[config.mk]
export PLATFORM = sky130hd
export DESIGN_NAME = lsc_cmd_slave
export DESIGN_NICKNAME = d
export VERILOG_FILES = /design/src/rtl/lsc_pkg.sv /design/src/rtl/lsc_rx.sv /design/src/rtl/lsc_regs.sv /design/src/rtl/lsc_cmd.sv /design/src/rtl/lsc_tx.sv /design/src/rtl/lsc_cmd_slave.sv
export SDC_FILE = /design/constraint.sdc
export NUM_CORES = 1
export LEC_CHECK = 0
export ABC_AREA = 1
export BUFFER_PORTS_ARGS = -buffer_cell sky130_fd_sc_hd__buf_2
export CAP_MARGIN = 20
export CORE_ASPECT_RATIO = 0.7
export CORE_MARGIN = 1.5
export CORE_UTILIZATION = 52
export CTS_BUF_LIST = sky130_fd_sc_hd__clkbuf_4
export DETAILED_ROUTE_END_ITERATION = 6
export HOLD_SLACK_MARGIN = 0.02
export PLACE_DENSITY = 0.76
export SETUP_SLACK_MARGIN = 0.05
export SYNTH_ARGS = -nofsm -noshare
export SYNTH_HDL_FRONTEND = slang
export SYNTH_SLANG_ARGS = --single-unit
[constraint.sdc]
create_clock -name clk -period 2.1 [get_ports clk]
set_input_delay 0.525 -clock clk [delete_from_list [all_inputs] [get_ports clk]]
set_output_delay 0.525 -clock clk [all_outputs]
set_load 0.02 [all_outputs]
[src/rtl/lsc_pkg.sv]
package lsc_pkg;
  localparam int unsigned BYTE_W = 8;
  localparam int unsigned ADDR_W = 5;
  localparam int unsigned OPC_W  = BYTE_W - ADDR_W;

  localparam logic [OPC_W-1:0] OPC_WRITE = 3'b010;
  localparam logic [OPC_W-1:0] OPC_READ  = 3'b100;

  localparam logic [BYTE_W-1:0] CODE_IFRST       = 8'h1B;
  localparam logic [BYTE_W-1:0] CODE_CLEAR       = 8'h0C;
  localparam logic [BYTE_W-1:0] CODE_INTEG       = 8'h08;
  localparam logic [BYTE_W-1:0] CODE_SAMPLE      = 8'h10;
  localparam logic [BYTE_W-1:0] CODE_READOUT     = 8'h02;
  localparam logic [BYTE_W-1:0] CODE_ABORT       = 8'h03;
  localparam logic [BYTE_W-1:0] CODE_HOLD_READ   = 8'h06;
  localparam logic [BYTE_W-1:0] CODE_HOLD_READ_I = 8'h0E;

  typedef struct packed {
    logic clear;
    logic integ;
    logic sample;
    logic readout;
    logic abort;
  } strobe_t;

  // Map an action code to the strobes it raises; unknown codes raise none.
  function automatic strobe_t decode_action(input logic [BYTE_W-1:0] code);
    strobe_t s;
    s = '0;
    case (code)
      CODE_CLEAR:       s.clear   = 1'b1;
      CODE_INTEG:       s.integ   = 1'b1;
      CODE_SAMPLE:      s.sample  = 1'b1;
      CODE_READOUT:     s.readout = 1'b1;
      CODE_ABORT:       s.abort   = 1'b1;
      CODE_HOLD_READ:   begin s.sample = 1'b1; s.readout = 1'b1; end
      CODE_HOLD_READ_I: begin s.sample = 1'b1; s.readout = 1'b1; s.integ = 1'b1; end
      default:          s = '0;
    endcase
    return s;
  endfunction

  function automatic logic [OPC_W-1:0] opcode_of(input logic [BYTE_W-1:0] b);
    return b[BYTE_W-1:ADDR_W];
  endfunction
endpackage

[src/rtl/lsc_rx.sv]
module lsc_rx #(
  parameter int unsigned WORD_W = 8
) (
  input  logic              clk,
  input  logic              rst,
  input  logic              sdi,
  output logic              byte_vld,
  output logic [WORD_W-1:0] byte_data
);
  localparam int unsigned CNT_W = (WORD_W > 1) ? $clog2(WORD_W) : 1;
  localparam logic [CNT_W-1:0] LAST_BIT = CNT_W'(WORD_W - 1);

  logic             busy;
  logic [CNT_W-1:0] bit_cnt;
  logic [WORD_W-1:0] shreg;

  // event wire: a start bit is being taken on this edge
  logic start_seen;
  assign start_seen = !busy && !sdi;

  always_ff @(posedge clk) begin
    if (rst) begin
      busy     <= 1'b0;
      bit_cnt  <= '0;
      shreg    <= '0;
      byte_vld <= 1'b0;
    end else begin
      byte_vld <= 1'b0;
      if (!busy) begin
        if (start_seen) begin
          busy    <= 1'b1;
          bit_cnt <= '0;
        end
      end else begin
        shreg   <= {sdi, shreg[WORD_W-1:1]};
        bit_cnt <= bit_cnt + 1'b1;
        if (bit_cnt == LAST_BIT) begin
          busy     <= 1'b0;
          byte_vld <= 1'b1;
        end
      end
    end
  end

  assign byte_data = shreg;

  // a completed byte is only ever reported right after a frame in flight
  p_vld_ends_frame_r1: assert property (@(posedge clk) disable iff (rst)
    byte_vld |-> $past(busy));

  // receiver is ready for a new start bit in the cycle a byte completes
  p_ready_after_byte_r1: assert property (@(posedge clk) disable iff (rst)
    byte_vld |-> !busy);
endmodule

[src/rtl/lsc_regs.sv]
module lsc_regs #(
  parameter int unsigned ZONES     = 3,
  parameter int unsigned OFS_W     = 8,
  parameter int unsigned GAIN_W    = 5,
  parameter int unsigned WORD_W    = 8,
  parameter int unsigned AW        = 5,
  parameter logic [AW-1:0] MODE_AT = 5'h1F
) (
  input  logic                    clk,
  input  logic                    rst,
  input  logic                    wr_en,
  input  logic [AW-1:0]           wr_addr,
  input  logic [WORD_W-1:0]       wr_data,
  input  logic [AW-1:0]           rd_addr,
  output logic [WORD_W-1:0]       rd_val,
  output logic [ZONES*OFS_W-1:0]  zone_offset,
  output logic [ZONES*GAIN_W-1:0] zone_gain,
  output logic [WORD_W-1:0]       mode_word
);
  logic [OFS_W-1:0]  ofs_q  [ZONES];
  logic [GAIN_W-1:0] gain_q [ZONES];
  logic [WORD_W-1:0] mode_q;

  // event wire: the write lands on a mapped register
  logic wr_hit;
  assign wr_hit = wr_en && ((wr_addr < AW'(2*ZONES)) || (wr_addr == MODE_AT));

  for (genvar z = 0; z < ZONES; z++) begin : g_zone
    localparam logic [AW-1:0] OFS_AT  = AW'(2*z);
    localparam logic [AW-1:0] GAIN_AT = AW'(2*z + 1);
    always_ff @(posedge clk) begin
      if (rst) begin
        ofs_q[z]  <= '0;
        gain_q[z] <= '0;
      end else if (wr_en) begin
        if (wr_addr == OFS_AT)  ofs_q[z]  <= wr_data[OFS_W-1:0];
        if (wr_addr == GAIN_AT) gain_q[z] <= wr_data[GAIN_W-1:0];
      end
    end
    assign zone_offset[z*OFS_W +: OFS_W]   = ofs_q[z];
    assign zone_gain[z*GAIN_W +: GAIN_W]   = gain_q[z];
  end

  always_ff @(posedge clk) begin
    if (rst)                            mode_q <= '0;
    else if (wr_en && wr_addr == MODE_AT) mode_q <= wr_data;
  end
  assign mode_word = mode_q;

  always_comb begin
    rd_val = '0;
    for (int z = 0; z < ZONES; z++) begin
      if (rd_addr == AW'(2*z))     rd_val = WORD_W'(ofs_q[z]);
      if (rd_addr == AW'(2*z + 1)) rd_val = WORD_W'(gain_q[z]);
    end
    if (rd_addr == MODE_AT) rd_val = mode_q;
  end

  // a write outside the map leaves every register untouched
  p_unmapped_write_ignored_r9: assert property (@(posedge clk) disable iff (rst)
    (wr_en && !wr_hit) |=> ($stable(zone_offset) && $stable(zone_gain) && $stable(mode_word)));

  // registers move only on a write
  p_regs_move_on_write_r5: assert property (@(posedge clk) disable iff (rst)
    !wr_en |=> ($stable(zone_offset) && $stable(zone_gain) && $stable(mode_word)));
endmodule

[src/rtl/lsc_cmd.sv]
module lsc_cmd
  import lsc_pkg::*;
(
  input  logic              clk,
  input  logic              rst,
  input  logic              byte_vld,
  input  logic [BYTE_W-1:0] byte_data,
  input  logic [BYTE_W-1:0] rd_val,
  output logic [ADDR_W-1:0] rd_addr,
  output logic              wr_en,
  output logic [ADDR_W-1:0] wr_addr,
  output logic [BYTE_W-1:0] wr_data,
  output strobe_t           strobes,
  output logic              rd_go,
  output logic [BYTE_W-1:0] rd_word,
  output logic              flush
);
  logic              pend;
  logic [ADDR_W-1:0] pend_addr;

  // event wires for the checks below
  logic data_phase_byte;
  logic cmd_phase_byte;
  assign data_phase_byte = byte_vld && pend;
  assign cmd_phase_byte  = byte_vld && !pend;

  always_ff @(posedge clk) begin
    if (rst) begin
      pend      <= 1'b0;
      pend_addr <= '0;
      strobes   <= '0;
      rd_go     <= 1'b0;
      rd_word   <= '0;
      flush     <= 1'b0;
    end else begin
      strobes <= '0;
      rd_go   <= 1'b0;
      flush   <= 1'b0;
      if (data_phase_byte) begin
        pend <= 1'b0;
      end else if (cmd_phase_byte) begin
        if (opcode_of(byte_data) == OPC_WRITE) begin
          pend      <= 1'b1;
          pend_addr <= byte_data[ADDR_W-1:0];
        end else if (opcode_of(byte_data) == OPC_READ) begin
          rd_go   <= 1'b1;
          rd_word <= rd_val;
        end else if (byte_data == CODE_IFRST) begin
          flush <= 1'b1;
        end else begin
          strobes <= decode_action(byte_data);
        end
      end
    end
  end

  assign wr_en   = data_phase_byte;
  assign wr_addr = pend_addr;
  assign wr_data = byte_data;
  assign rd_addr = byte_data[ADDR_W-1:0];

  // every strobe pulse is caused by a byte completed one cycle earlier
  p_strobe_from_byte_r3: assert property (@(posedge clk) disable iff (rst)
    (|strobes) |-> $past(cmd_phase_byte));

  // a data byte never produces a strobe
  p_data_no_strobe_r6: assert property (@(posedge clk) disable iff (rst)
    data_phase_byte |=> (strobes == '0));

  // strobes last a single cycle
  p_strobe_single_r3: assert property (@(posedge clk) disable iff (rst)
    (|strobes) |=> (strobes == '0));

  // a reply request and an interface reset never coincide
  p_flush_excl_read_r11: assert property (@(posedge clk) disable iff (rst)
    !(flush && rd_go));
endmodule

[src/rtl/lsc_tx.sv]
module lsc_tx #(
  parameter int unsigned WORD_W   = 8,
  parameter int unsigned READ_LAT = 4
) (
  input  logic              clk,
  input  logic              rst,
  input  logic              rd_go,
  input  logic [WORD_W-1:0] rd_word,
  input  logic              flush,
  output logic              sdo
);
  localparam int unsigned FRAME_W = WORD_W + 2;
  localparam int unsigned LEFT_W  = $clog2(FRAME_W + 1);
  localparam int unsigned DLY_W   = (READ_LAT > 2) ? $clog2(READ_LAT) : 1;
  localparam logic [DLY_W-1:0] LOAD_DLY = DLY_W'(READ_LAT - 3);

  logic               active;
  logic [DLY_W-1:0]   dly;
  logic [LEFT_W-1:0]  left;
  logic [FRAME_W-1:0] frame;
  logic               bit_q;

  // event wire: start bit is placed on this edge
  logic start_evt;
  assign start_evt = active && (dly == '0) && (left == LEFT_W'(FRAME_W));

  always_ff @(posedge clk) begin
    if (rst || flush) begin
      active <= 1'b0;
      dly    <= '0;
      left   <= '0;
      frame  <= '1;
      bit_q  <= 1'b1;
    end else if (rd_go) begin
      active <= 1'b1;
      dly    <= LOAD_DLY;
      left   <= LEFT_W'(FRAME_W);
      frame  <= {1'b1, rd_word, 1'b0};
    end else if (active) begin
      if (dly != '0) begin
        dly <= dly - 1'b1;
      end else begin
        bit_q <= frame[0];
        frame <= {1'b1, frame[FRAME_W-1:1]};
        left  <= left - 1'b1;
        if (left == LEFT_W'(1)) active <= 1'b0;
      end
    end
  end

  // output changes on the falling edge
  always_ff @(negedge clk) begin
    if (rst) sdo <= 1'b1;
    else     sdo <= bit_q;
  end

  // the start bit is placed a fixed number of cycles after the request
  p_reply_latency_r10: assert property (@(posedge clk) disable iff (rst)
    start_evt |-> $past(rd_go, READ_LAT - 2));

  // an interface reset leaves the line high and the sender idle
  p_flush_silences_r11: assert property (@(posedge clk) disable iff (rst)
    flush |=> (bit_q && !active));

  // the line is high whenever no frame is in flight
  p_idle_high_r10: assert property (@(posedge clk) disable iff (rst)
    (!active && !$past(active)) |-> bit_q);
endmodule

[src/rtl/lsc_cmd_slave.sv]
module lsc_cmd_slave
  import lsc_pkg::*;
#(
  parameter int unsigned ZONES     = 3,
  parameter int unsigned OFS_W     = 8,
  parameter int unsigned GAIN_W    = 5,
  parameter int unsigned READ_LAT  = 4,
  parameter int unsigned SLEEP_BIT = 4
) (
  input  logic                    clk,
  input  logic                    rst,
  input  logic                    sdi,
  output logic                    sdo,
  output logic                    stb_clear,
  output logic                    stb_integ,
  output logic                    stb_sample,
  output logic                    stb_readout,
  output logic                    stb_abort,
  output logic [ZONES*OFS_W-1:0]  zone_offset,
  output logic [ZONES*GAIN_W-1:0] zone_gain,
  output logic [BYTE_W-1:0]       mode_word,
  output logic                    sleep
);
  localparam logic [ADDR_W-1:0] MODE_AT = '1;

  logic              byte_vld;
  logic [BYTE_W-1:0] byte_data;
  logic [BYTE_W-1:0] rd_val;
  logic [ADDR_W-1:0] rd_addr;
  logic              wr_en;
  logic [ADDR_W-1:0] wr_addr;
  logic [BYTE_W-1:0] wr_data;
  strobe_t           strobes;
  logic              rd_go;
  logic [BYTE_W-1:0] rd_word;
  logic              flush;

  lsc_rx #(.WORD_W(BYTE_W)) u_rx (
    .clk(clk), .rst(rst), .sdi(sdi),
    .byte_vld(byte_vld), .byte_data(byte_data)
  );

  lsc_cmd u_cmd (
    .clk(clk), .rst(rst),
    .byte_vld(byte_vld), .byte_data(byte_data),
    .rd_val(rd_val), .rd_addr(rd_addr),
    .wr_en(wr_en), .wr_addr(wr_addr), .wr_data(wr_data),
    .strobes(strobes), .rd_go(rd_go), .rd_word(rd_word), .flush(flush)
  );

  lsc_regs #(
    .ZONES(ZONES), .OFS_W(OFS_W), .GAIN_W(GAIN_W),
    .WORD_W(BYTE_W), .AW(ADDR_W), .MODE_AT(MODE_AT)
  ) u_regs (
    .clk(clk), .rst(rst),
    .wr_en(wr_en), .wr_addr(wr_addr), .wr_data(wr_data),
    .rd_addr(rd_addr), .rd_val(rd_val),
    .zone_offset(zone_offset), .zone_gain(zone_gain), .mode_word(mode_word)
  );

  lsc_tx #(.WORD_W(BYTE_W), .READ_LAT(READ_LAT)) u_tx (
    .clk(clk), .rst(rst),
    .rd_go(rd_go), .rd_word(rd_word), .flush(flush),
    .sdo(sdo)
  );

  assign stb_clear   = strobes.clear;
  assign stb_integ   = strobes.integ;
  assign stb_sample  = strobes.sample;
  assign stb_readout = strobes.readout;
  assign stb_abort   = strobes.abort;
  assign sleep       = mode_word[SLEEP_BIT];

  // combined codes only ever raise sample together with readout
  p_combined_pair_r4: assert property (@(posedge clk) disable iff (rst)
    (stb_integ && stb_sample) |-> stb_readout);

  // after reset the strobes are quiet
  p_reset_quiet_r2: assert property (@(posedge clk)
    $past(rst) |-> (strobes == '0));
endmodule

Word-level counts from Yosys, hierarchy flattened. Memories as Yosys holds them, arrays and structs flattened. Cells that the tools add are included. Widths: inputs -> output; s select.

$add $sub $neg: 3. $mul: 0. Div/mod/pow operators: 0. $lt $le $gt $ge: 0. Equality and inequality tests: 25. Shifts and indexed selects: 0. Multiplexer cells: 65. Bitwise logic cells: 12. Reductions and logical operators: 31.

Operators by type and width (number): $mux 8 (10); $mux 1 (44); $mux 9 (3); $eq 8x4->1 const B (3); $eq 5x2->1 const B (4); $eq 5x3->1 const B (4); $eq 8x2->1 const B (2); $eq 8x5->1 const B (2); $mux 5 (3); $mux 4 (3); $eq 5x1->1 const B (2); $eq 5x5->1 const B (2); $logic_not 5->1 (2); $reduce_and 2->1 (5); $eq 8x3->1 const B (1); $reduce_bool 2->1 (4); $reduce_or 2->1 (4); $eq 3x3->1 const B (2); $mux 3 (2); $not 1->1 (6); $or 1x1->1 (6); $reduce_and 3->1 (2); $reduce_or 3->1 (2); $reduce_or 6->1 (1); 12 further kinds (17).

Register bits: 60. Latch bits: 0. Bits in writable memories: 39. Bits in read-only memories: 0. Output and inout port bits: 54. Logic and storage cells: 161. Memories: 2.

Memory list: u_regs.ofs_q (depth 3, width 8, read ports 3, clocked after memory_dff 0, write ports 3, RTL line lsc_regs.sv:20) `logic [OFS_W-1:0] ofs_q [ZONES];`; u_regs.gain_q (depth 3, width 5, read ports 3, clocked after memory_dff 0, write ports 3, RTL line lsc_regs.sv:21) `logic [GAIN_W-1:0] gain_q [ZONES];`.

Logic depth before layout (Yosys ltp).
Depth after elaboration: 8. Mapped depth: 11.

Modules after synthesis. A second synthesis with hierarchy kept.

Cells, all modules: 585. Area, all modules: 4745.8 um2.

Modules (own cells, without submodules): lsc_regs (instances 1, cells each 255, area each 2304.7 um2); lsc_cmd (instances 1, cells each 159, area each 1086.0 um2); lsc_tx (instances 1, cells each 105, area each 800.8 um2); lsc_rx (instances 1, cells each 65, area each 546.8 um2); lsc_cmd_slave (instances 1, cells each 1, area each 7.5 um2).

==> out/results.txt <==
first-pass GRT wire length: 16000 microns
Clock Tree Root: clkbuf_4
CP max-delay cell: dfxtp_2
final wirelength: 10300 microns
DRC viols: 0
gpl congestion: 0.918
hold slack: 0.346 ns
Top Family by Delay on Critical Path: flip-flops
clock-pin transition on the worst setup and hold timing paths: 0.13 ns
syn nets: 499
number of global-route vias before repair: 3198
Worst path max stage delay: 0.31 ns
post-place instance area: 0.00462 sq mm
switching pwr: 0.000882 W
Syn Area/Cell: 8.54 sq um
required time of the critical path: 1.57 ns
share of layout cells above drive strength 1: 18.1%
worst min path class: in -> reg
switching share of power: 27.0%
Post-synth EDFFs: 39
ANT nets after route: 0
Power Total: 0.00327 W
Synth async-reset ratio: 0%
worst path bufs/invs: 1
post-layout worst setup margin: -0.367 ns
area delta synth->final: 12.9%
Critical Path Sink Type: output pin
Seq cells post-synth: 99
synth warn: 0
Final Hold Viols: 0
TritonCTS clock tree: built
Post-DP HPWL: 7720 microns
GR Util met3: 5.65%
CTS Buffer Depth: 2
fraction of synthesized cell area in xor and xnor cells: 0%
largest family of logic cells by synthesized area: simple AND/OR/NAND/NOR gates
die width: 110 microns
Rows: 27
post-synthesis mux area share: 0%
Clock power frac: 26.9%
violated checks: setup timing
PwrDens: 690 mW/mm^2
area of the multi-input gates: 0.00156 sq mm
Final #Nets: 562
clock skew: 0.0217 ns
Seq/Total Area, Yosys: 56.6%
CTS Buf Count: 9
All-Layer GR Usage: 25.0%
largest net degree at the start of global routing: 25
Least-Margin Pin Slew: 0.584 ns
fin area: 0.00474 sq mm
commonest cells after routing, fill and taps aside: nand2_1, nor2_1, dfxtp_1
cell count after synthesis: 491
commonest non-fill, non-tap cell in the layout: nand2_1
max_slew headroom: 61.0%
sequential share of power: 63.4%
run status: finished with violations
DRT iter0 DRCs: 338
max_cap viols: 0
area of the die: 0.00862 sq mm
first drt pass iteration count: 5
adder-cell share of the synthesized area: 1.49%
DP Worst Slack: 0.0723 ns
worst setup path category: reg -> out
Vias/cell: 5.49
largest fanout on the critical path: 1
Die Ht: 78.1 microns
Leak: 2.09 nW
VDD IR max: 0.354 mV
post-synthesis compound-gate area fraction: 10.5%
setup violators final: 1
Vias: 3623
Routed WL per cell: 15.6 microns
clock tree sinks: 99
Critical Path, Cell by Cell: buf_6
grt ovf: 0
initial antenna violation count: 0
GR peak layer: met1
fill cell count: 701
IO buf count: 56
mapped cell area: 0.00419 sq mm
hold_buf cts: 0
ys flop type: dfxtp_1
Simple-Gate Fraction of Synth Area: 25.2%
worst-skew pair later-pin latency: 0.46 ns
H-tree Lvls: 3
Final Max Slew Viols: 0
GR Util met2: 36.7%
starting density of the core: 53.5%
Internal: 0.00238 W
post-synth cell types: 33
startpoint types: register
met1 Use GR: 37.3%
number of diodes: 0
area occupied by registers: 0.00237 sq mm
Core Area: 0.00784 sq mm
CP Data Arrival Time: 1.94 ns
Ports: 57
combinational share of power: 9.6%
unrepaired setup endpoints after global routing: true
## cells in the mapped netlist (2+ instances only)
library cell	instances	area, sq um
dfxtp_1	60	1200
o21ai_0	35	175
inv_2	3	11.3
nand2_1	105	394
buf_4	3	22.5
edfxtp_1	39	1170
o31ai_1	2	15.0
a211oi_1	3	22.5
clkinv_1	2	7.51
nor4_1	4	25.0
nand3_1	21	105
a21oi_2	3	26.3
clkbuf_1	9	33.8
nand4_1	17	106
a31oi_1	2	12.5
nor2_2	3	18.8
inv_1	44	165
nor3b_1	2	15.0
nor2_1	77	289
ha_1	5	62.6
nor3_1	7	35.0
buf_2	4	20.0
a21oi_1	31	155
## final cells by class
cell class,instances,area share [%]
Clock inverter,6,0.713
Timing Repair Buffer,68,7.95
Inverter,48,3.80
Multi-Input combinational cell,327,33.0
Tap cell,101,2.67
Clock buffer,11,1.74
Sequential cell,99,50.1
## path summary, 6_finish.rpt
check	from	cells past startpoint	slack [ns]	end
max	u_tx.sdo$_SDFF_NP1_	1	-0.37	sdo
min	sdi	3	0.35	u_rx.bit_cnt[0]$_SDFFE_PP0P_
max reg2reg	u_rx.byte_data[2]$_SDFFE_PP0P_	11	0.35	u_cmd.rd_word[3]$_SDFFE_PP0P_
min reg2reg	u_tx.dly[1]$_SDFFE_PP0P_	2	0.47	u_tx.dly[1]$_SDFFE_PP0P_
## through the flow
stage	instances	util, %	setup TNS [ns]
floorplan	491	-	0
global placement	644	58.9	0
detailed placement	644	58.9	0
CTS	660	60.4	-0.387
global route	660	60.4	-0.400
finish	660	60.4	-0.367
## power by group through the flow
stage / logic (W) / clock network [W] / registers [W]
floorplan: 0.000174 / 0.00000596 / 0.00214
global route: 0.000341 / 0.000959 / 0.00208
finish: 0.000315 / 0.000880 / 0.00207
global placement: 0.000303 / 0.00000596 / 0.00211
CTS: 0.000311 / 0.000887 / 0.00207
detailed placement: 0.000310 / 0.00000596 / 0.00211
## cell families (layout without fill, tap and decap cells)
logic type / Yosys count / after routing
simple gates: 242 / 242
fa+ha+maj: 5 / 5
flops: 99 / 99
buf+inv: 65 / 133
compound gates: 80 / 80
## layer usage
layer  part of all wire (%)  vias up
li1                       -     1769
met1                     48     1682
met2                     43      159
met3                    8.0       13
met4                    1.1        0
met5                      0        -
## state kept, by name, indices dropped and copies added, names as in the netlist, 2 cells and up
register,cells
u_rx.bit_cnt,3
u_cmd.strobes,5
u_regs.ofs_q,24
u_cmd.wr_addr,5
u_tx.dly,2
u_tx.left,4
u_regs.mode_word,8
u_regs.gain_q,15
u_cmd.rd_word,8
u_rx.byte_data,8
u_tx.frame,9
## what timing repair did
action | 4_1_cts | 5_1_grt
resized for setup | 3 | 0
buffers inserted | 0 | 0
setup endpoints to repair | 1 | 1
(Power assumes the default switching activity.)
